==> config.mk <==
export PLATFORM = sky130hd
export DESIGN_NAME = mmu_bank_xlate
export DESIGN_NICKNAME = d
export VERILOG_FILES = /design/src/rtl/mmu_bank_pkg.sv /design/src/rtl/mmu_page_file.sv /design/src/rtl/mmu_bank_class.sv /design/src/rtl/mmu_strobe_gen.sv /design/src/rtl/mmu_bank_xlate.sv
export SDC_FILE = /design/constraint.sdc
export NUM_CORES = 1
export LEC_CHECK = 0
export BUFFER_PORTS_ARGS = -buffer_cell sky130_fd_sc_hd__buf_2
export CAP_MARGIN = 20
export CORE_MARGIN = 4
export CORE_UTILIZATION = 45
export CTS_BUF_LIST = sky130_fd_sc_hd__clkbuf_16
export DETAILED_ROUTE_END_ITERATION = 12
export GPL_ROUTABILITY_DRIVEN = 0
export PLACE_DENSITY = 0.73
export SYNTH_ARGS = -nofsm -noshare
export SYNTH_HDL_FRONTEND = slang
export SYNTH_SLANG_ARGS = --single-unit
==> constraint.sdc <==
create_clock -name clk -period 2 [get_ports clk]
set_input_delay 0 -clock clk [delete_from_list [all_inputs] [get_ports clk]]
set_output_delay 0 -clock clk [all_outputs]
set_load 0.1 [all_outputs]
==> src/rtl/mmu_bank_pkg.sv <==
package mmu_bank_pkg;

    typedef enum logic [1:0] {
        CLS_ROM  = 2'd0,
        CLS_RAM  = 2'd1,
        CLS_IO   = 2'd2,
        CLS_NONE = 2'd3
    } bank_cls_e;

    typedef struct packed {
        logic rom_rd;
        logic ram_rd;
        logic ram_wr;
        logic io_sel;
        logic unmapped;
    } strobe_t;

    // The I/O bank is tested first so that it wins if it overlaps a range.
    function automatic bank_cls_e classify_bank(
        input int unsigned bank,
        input int unsigned rom_last,
        input int unsigned ram_first,
        input int unsigned ram_count,
        input int unsigned io_bank
    );
        if (bank == io_bank)
            return CLS_IO;
        else if (bank <= rom_last)
            return CLS_ROM;
        else if (bank >= ram_first && bank < ram_first + ram_count)
            return CLS_RAM;
        else
            return CLS_NONE;
    endfunction

endpackage

==> src/rtl/mmu_page_file.sv <==
module mmu_page_file #(
    parameter int NPAGES = 8,
    parameter int BANK_W = 8,
    localparam int IDX_W = $clog2(NPAGES)
) (
    input  logic              clk,
    input  logic              rst,
    input  logic              we,
    input  logic [IDX_W-1:0]  wr_idx,
    input  logic [BANK_W-1:0] wr_bank,
    input  logic [IDX_W-1:0]  rd_idx,
    output logic [BANK_W-1:0] rd_bank
);

    logic [BANK_W-1:0] page_q [NPAGES];

    for (genvar g = 0; g < NPAGES; g++) begin : g_page
        always_ff @(posedge clk) begin
            if (rst)
                page_q[g] <= '0;
            else if (we && wr_idx == IDX_W'(g))
                page_q[g] <= wr_bank;
        end
    end

    assign rd_bank = page_q[rd_idx];

endmodule

==> src/rtl/mmu_bank_class.sv <==
module mmu_bank_class
    import mmu_bank_pkg::*;
#(
    parameter int BANK_W    = 8,
    parameter int ROM_LAST  = 8'h7F,
    parameter int RAM_FIRST = 8'hF8,
    parameter int RAM_COUNT = 4,
    parameter int IO_BANK   = 8'hFF
) (
    input  logic [BANK_W-1:0] bank,
    output bank_cls_e         cls
);

    always_comb begin
        cls = classify_bank(int'(unsigned'(bank)), ROM_LAST, RAM_FIRST,
                            RAM_COUNT, IO_BANK);
    end

endmodule

==> src/rtl/mmu_strobe_gen.sv <==
module mmu_strobe_gen
    import mmu_bank_pkg::*;
(
    input  bank_cls_e cls,
    input  logic      rd,
    input  logic      wr,
    output strobe_t   stb
);

    logic wr_only;
    assign wr_only = wr & ~rd;

    always_comb begin
        stb = '0;
        unique case (cls)
            CLS_ROM:  stb.rom_rd   = rd;
            CLS_RAM:  begin
                stb.ram_rd = rd;
                stb.ram_wr = wr_only;
            end
            CLS_IO:   stb.io_sel   = rd;
            CLS_NONE: stb.unmapped = rd | wr_only;
            default:  stb = '0;
        endcase
    end

endmodule

==> src/rtl/mmu_bank_xlate.sv <==
module mmu_bank_xlate
    import mmu_bank_pkg::*;
#(
    parameter int LOG_AW     = 16,
    parameter int PAGE_BITS  = 3,
    parameter int BANK_W     = 8,
    parameter int ROM_LAST   = 8'h7F,
    parameter int RAM_FIRST  = 8'hF8,
    parameter int RAM_COUNT  = 4,
    parameter int IO_BANK    = 8'hFF,
    parameter logic [7:0] UNMAP_BYTE = 8'hFF,
    localparam int OFF_W  = LOG_AW - PAGE_BITS,
    localparam int PHYS_W = BANK_W + OFF_W,
    localparam int NPAGES = 1 << PAGE_BITS
) (
    input  logic                 clk,
    input  logic                 rst,
    input  logic [LOG_AW-1:0]    cpu_addr,
    input  logic                 cpu_rd,
    input  logic                 cpu_wr,
    input  logic                 pg_we,
    input  logic [PAGE_BITS-1:0] pg_idx,
    input  logic [BANK_W-1:0]    pg_bank,
    output logic [PHYS_W-1:0]    phys_addr,
    output logic                 rom_rd,
    output logic                 ram_rd,
    output logic                 ram_wr,
    output logic                 io_sel,
    output logic                 unmapped,
    output logic [7:0]           fill_data
);

    logic [PAGE_BITS-1:0] page_sel;
    logic [BANK_W-1:0]    cur_bank;
    bank_cls_e            cur_cls;
    strobe_t              stb;

    assign page_sel = cpu_addr[LOG_AW-1:OFF_W];

    mmu_page_file #(
        .NPAGES (NPAGES),
        .BANK_W (BANK_W)
    ) u_pages (
        .clk     (clk),
        .rst     (rst),
        .we      (pg_we),
        .wr_idx  (pg_idx),
        .wr_bank (pg_bank),
        .rd_idx  (page_sel),
        .rd_bank (cur_bank)
    );

    mmu_bank_class #(
        .BANK_W    (BANK_W),
        .ROM_LAST  (ROM_LAST),
        .RAM_FIRST (RAM_FIRST),
        .RAM_COUNT (RAM_COUNT),
        .IO_BANK   (IO_BANK)
    ) u_class (
        .bank (cur_bank),
        .cls  (cur_cls)
    );

    mmu_strobe_gen u_stb (
        .cls (cur_cls),
        .rd  (cpu_rd),
        .wr  (cpu_wr),
        .stb (stb)
    );

    assign phys_addr = {cur_bank, cpu_addr[OFF_W-1:0]};
    assign rom_rd    = stb.rom_rd;
    assign ram_rd    = stb.ram_rd;
    assign ram_wr    = stb.ram_wr;
    assign io_sel    = stb.io_sel;
    assign unmapped  = stb.unmapped;
    assign fill_data = (stb.unmapped && cpu_rd) ? UNMAP_BYTE : 8'h00;

endmodule

* Yosys cells after proc, flatten, opt, wreduce, memory -nomap -nowiden *
Memories as Yosys holds them, arrays and structs flattened.
Index checks and enable logic that the tools add are counted.

storage, ports and cells
  bits of input ports = 32
  memories = 1
  word-level logic and storage cells = 80
  bits in writable memories = 64
  output and inout port bits = 34
  register bits = 0

operators by class
  $lt $le $gt $ge = 3
  equal/unequal tests = 11
  muxes and demuxes = 42
  bitwise operators = 11
  reduce and logical (&&, ||, !) cells = 12

memory list
  name            words  width  read ports  clocked after Yosys merged registers in  wr ports  RTL line             RTL
  u_pages.page_q  8      8      1           0                                        8         mmu_page_file.sv:15  logic [BANK_W-1:0] page_q [NPAGES];

operators by type and width
  operator                                                         count
  two-way mux 8 bit                                                9
  two-way mux 1 bit                                                29
  equality test 3 bit (second input constant)                      4
  logical AND 1 bit                                                10
  bitwise OR 1 bit                                                 9
  equality test 8 bit (second input constant)                      1
  >= comparator 8 bit (second input constant)                      1
  less-or-equal comparator 8 x 7 -> 1 bit (second input constant)  1
  < comparator 8 bit (second input constant)                       1
  two-way mux 2 bit                                                4
  equality test 3 x 2 -> 1 bit (second input constant)             2
  equality test 2 bit (second input constant)                      2
  equality test 3 x 1 -> 1 bit (second input constant)             1
  logical NOT 3 bit                                                1
  equality test 2 x 1 -> 1 bit (second input constant)             1
  logical NOT 2 bit                                                1
  bitwise AND 1 bit                                                1
  inverter 1 bit                                                   1

* Longest topological paths before layout *
An unclocked memory read counts as a cell.

  word-level depth = 10
  gate-level depth with buffers = 7
  depth with buffers taken out = 4

* By module *
A second synthesis with hierarchy kept.

unflattened totals
  cells, all modules = 225
  area total of the unflattened synthesis = 3220.6 sq um

by module, submodules not included
  module          times used  sequential area each (sq um)  area an instance (sq um)  cells each
  mmu_page_file   1           1921.8                        2987.9                    195
  mmu_bank_xlate  1           0.0                           156.4                     21
  mmu_strobe_gen  1           0.0                           50.0                      5
  mmu_bank_class  1           0.0                           26.3                      4

* Worst setup path after synthesis *
Ideal clock, no wire load.

  path type = reg2out
  from = memory u_pages.page_q[3][0]
  to = output fill_data[1]
  stages on the path, launching flop included = 6
  arrival = 3.877 ns
  required time = 2.000 ns
  path buffers = 1
  path slack = -1.877 ns
  path through = edfxtp_1 -> mux4_1 -> mux2_2 -> a21bo_2 -> a21oi_1 -> buf_4

on the way
  longest elaborated chain between the ends = 10
  elaborated cells between the ends (all ways) = 13
  classes of those cells = order compare: 3; eq/ne: 2; mux: 5; reduce/logical: 2; memory: 1

RTL lines
  item                                                              RTL line              RTL
  start, declared                                                   mmu_page_file.sv:15
  memory read (8 x 8 bit) (*)                                       --
  named net phys_addr[13]                                           mmu_bank_xlate.sv:24  output logic [PHYS_W-1:0] phys_addr,
  >= comparator 8 bit / < comparator 8 bit (equally long branches)  mmu_bank_pkg.sv:30    else if (bank >= ram_first && bank < ram_first + ram_count)
  logical AND 1 bit                                                 mmu_bank_pkg.sv:30
  two-way mux 2 bit                                                 mmu_bank_pkg.sv:30
  two-way mux 2 bit                                                 mmu_bank_pkg.sv:28    else if (bank <= rom_last)
  two-way mux 2 bit (*)                                             mmu_bank_pkg.sv:26    if (bank == io_bank)
  equality test 2 bit (*)                                           mmu_strobe_gen.sv:15  unique case (cls)
  two-way mux 1 bit (*)                                             mmu_strobe_gen.sv:15
  logical AND 1 bit (*)                                             mmu_bank_xlate.sv:77  assign fill_data = (stb.unmapped && cpu_rd) ? UNMAP_BYTE : 8'h00;
  two-way mux 8 bit (*)                                             mmu_bank_xlate.sv:77
  end, declared                                                     mmu_bank_xlate.sv:30  output logic [7:0] fill_data

Mark *: on every way through the listed nets, which the timed path passes. The rest lies on a longest branch.

* Final worst setup path *
  from = memory u_pages.page_q[6][0]
  to = output fill_data[6]

on the way
  longest elaborated chain between the ends = 10
  elaborated cells between the ends (all ways) = 13
  classes of those cells = order compare: 3; eq/ne: 2; mux: 5; reduce/logical: 2; memory: 1

RTL lines
  item                                                              RTL line
  memory read (8 x 8 bit) (*)                                       --
  >= comparator 8 bit / < comparator 8 bit (equally long branches)  mmu_bank_pkg.sv:30
  logical AND 1 bit                                                 mmu_bank_pkg.sv:30
  two-way mux 2 bit                                                 mmu_bank_pkg.sv:30
  two-way mux 2 bit                                                 mmu_bank_pkg.sv:28
  two-way mux 2 bit (*)                                             mmu_bank_pkg.sv:26
  equality test 2 bit (*)                                           mmu_strobe_gen.sv:15
  two-way mux 1 bit (*)                                             mmu_strobe_gen.sv:15
  logical AND 1 bit (*)                                             mmu_bank_xlate.sv:77
  two-way mux 8 bit (*)                                             mmu_bank_xlate.sv:77

Mark *: on every way between the ends. The rest lies on a longest branch, timed or not.

==> flow_summary.ini <==
[setup_path]
cp-end-kind = primary output
worstPathCellList = mux4_2 > mux2_4 > a21bo_4 > a21oi_4 > buf_12 > buf_12
required_ns = 2.00
crit_top_cell = buf_12
cp_top_family = multiplexers
critPathBufInv = 2
crit_end = fill_data[6]
worstPathArrival_ns = 2.22
worstPathMaxFanout = 8
cp_slowest_cell = mux4_2
crit_cells = 6
worst_path_largest_cell_delay_ns = 0.50
critPathLaunchType = flip-flop
path_class = reg -> out
critPathLaunch = u_pages.page_q[6][0]

[drt]
viasPerCell = 5.19
wirelength_um = 7110
drc = 0
firstDrtPassIters = 4
ant_nets = 0
wl_per_cell_um = 19.6
vias = 1885
drt-initial-drc-count = 132

[timing]
finalSetupViolations = 12
setup_ws_ns = -0.215
fin_crit_sh = 1.11
worstMarginPinSlew_ns = 0.701
rsz0062_at_grt = yes
slew_violations = 0
hold_slack_ns = 0.0000362
hold_violations = 0
period_minus_slack_ns = 2.22
setup_tns_ns = -2.12
max_freq_ghz = 0.451
slew_headroom = 0.531

[pwr]
p_sw_mw = 1.10
ir_drop_mv = 0.541
p_leak_nw = 1.56
p_sw_frac = 0.282
pwr-share-seq = 0.409
combinationalPowerShare = 0.218
clkPwrFrac = 0.373
finalPower_mw = 3.89
powerDensity_nw_per_um2 = 950
p_int_mw = 2.79

[clock_tree]
clockBufferDepth = 2
cts.sinks = 64
cts_tree = yes
cts_hold_buf = 0
cts_max_level = 3
clockRootBuffer = clkbuf_16
cts_inserted_buffers = 9
cts.reportedPaths.clkPinSlew_ns = 0.05

[synthesis]
synthArstFlopShare = 0
synthesis.area_um2 = 3290
synth-seq-area-share = 0.585
syn_inst = 219
ys_types = 29
synth-seq-cells = 64
synth-edff-count = 64
syn_avg_cell_area_um2 = 15.0
yosysWarnings = 0
synth_ff_type = edfxtp_1
synthesis.nets = 251

[final_layout]
diodes = 0
fin_area_um2 = 4090
areaGrowthSynthToFinish_pct = 24.6
largest_reg_flops = 64
top_register = u_pages.page_q
drive_above_1_share = 0.386
final_nets = 294
final_cell_mix = and2_1, edfxtp_1, buf_2
top_regs = u_pages.page_q (64)

[outcome]
violations = setup timing
status = finished with violations

[global_routing]
grt_pass1_vias = 1952
grt_max_degree = 16
antenna_found_initial = 0
grt_pass1_wl_um = 10900
grt_usage = 0.175
overflow = 0

[place]
dp_slack_ns = 0.105
io_buffers = 39
hpwlAfterDp_um = 4890
placed_area_um2 = 3760

[floorplan]
dieArea_um2 = 8730
die_w_um = 93.5
rows = 30
start_util = 0.473
io_pins = 66
coreArea_um2 = 6940
die_height_um = 93.5

[worst_hold_path]
hold_start = cpu_addr[9]
hold_class = in -> out

[job]
max_cap_viol_count = 0
[power by group through the flow]
stage	Clock, mW	Combinational [mW]	Sequential [mW]
after CTS	1.47	0.832	1.59
after floorplan	0	0.735	1.60
after global routing	1.53	0.883	1.60
final	1.45	0.847	1.59
after detailed placement	0	0.814	1.62
after global placement	0	0.805	1.61
[Yosys cell counts (3+ instances only)]
cell type,n,area (um^2)
mux4_2,3,67.6
and2_1,64,400
mux4_1,13,342
o21bai_1,6,45.0
nand2_1,4,15.0
nor3_1,4,20.0
nand2b_1,4,25.0
mux2i_1,3,30.0
inv_1,4,15.0
mux2_2,4,45.0
edfxtp_1,64,1920
buf_4,20,150
nor2_1,7,26.3
[stage by stage]
step                      std cells   util
after global routing            363  0.590
final                           363  0.590
after floorplan                 219      -
after global placement          344  0.542
after detailed placement        344  0.542
after CTS                       362  0.586
[what timing repair did]
action / CTS / global route
gates resized for setup: 3 / 8
endpoints found under the setup margin: 12 / 12
setup buffers: 2 / 1
cloned: 0 / 0
pin swaps: 7 / 1
endpoints found under the hold margin: 0 / 0
[cells by family after synthesis]
| group | after synthesis | synth area share |
|---|---|---|
| and+or+nand+nor | 90 | 0.169 |
| DFF | 64 | 0.585 |
| buffers and inverters | 29 | 0.0685 |
| muxes | 24 | 0.152 |
| AOI/OAI and AO/OA | 12 | 0.0263 |
[worst min path at each step]
stage                                end  slack [ns]  depth (start not counted)
floorplan           u_pages.page_q[0][0]        0.20                          1
global placement            phys_addr[4]      0.0007                          0
detailed placement          phys_addr[4]      0.0007                          0
CTS                         phys_addr[4]      0.0007                          0
global route                phys_addr[6]      0.0002                          0
finish                      phys_addr[9]     0.00004                          0
[final cells by class]
cell class              count  area, um^2
flip-flops and latches     64        1920
clock inverters             7        55.1
well taps                  96         120
clock buffers               9         225
fillers                   553        2850
repair buffers             57         558
inverters                   4        15.0
multi-input cells         126        1200
[routing by layer]
layer / part of all wire / vias up / global-route usage / wire length (um)
met5: 0 / - / 0 / 0
met1: 0.42 / 923 / 0.226 / 2990
met4: 0.021 / 0 / 0.0696 / 149
li1: - / 870 / - / -
met2: 0.48 / 79 / 0.279 / 3390
met3: 0.081 / 13 / 0.0499 / 577
No activity file was read; power rests on OpenSTA's default activity.
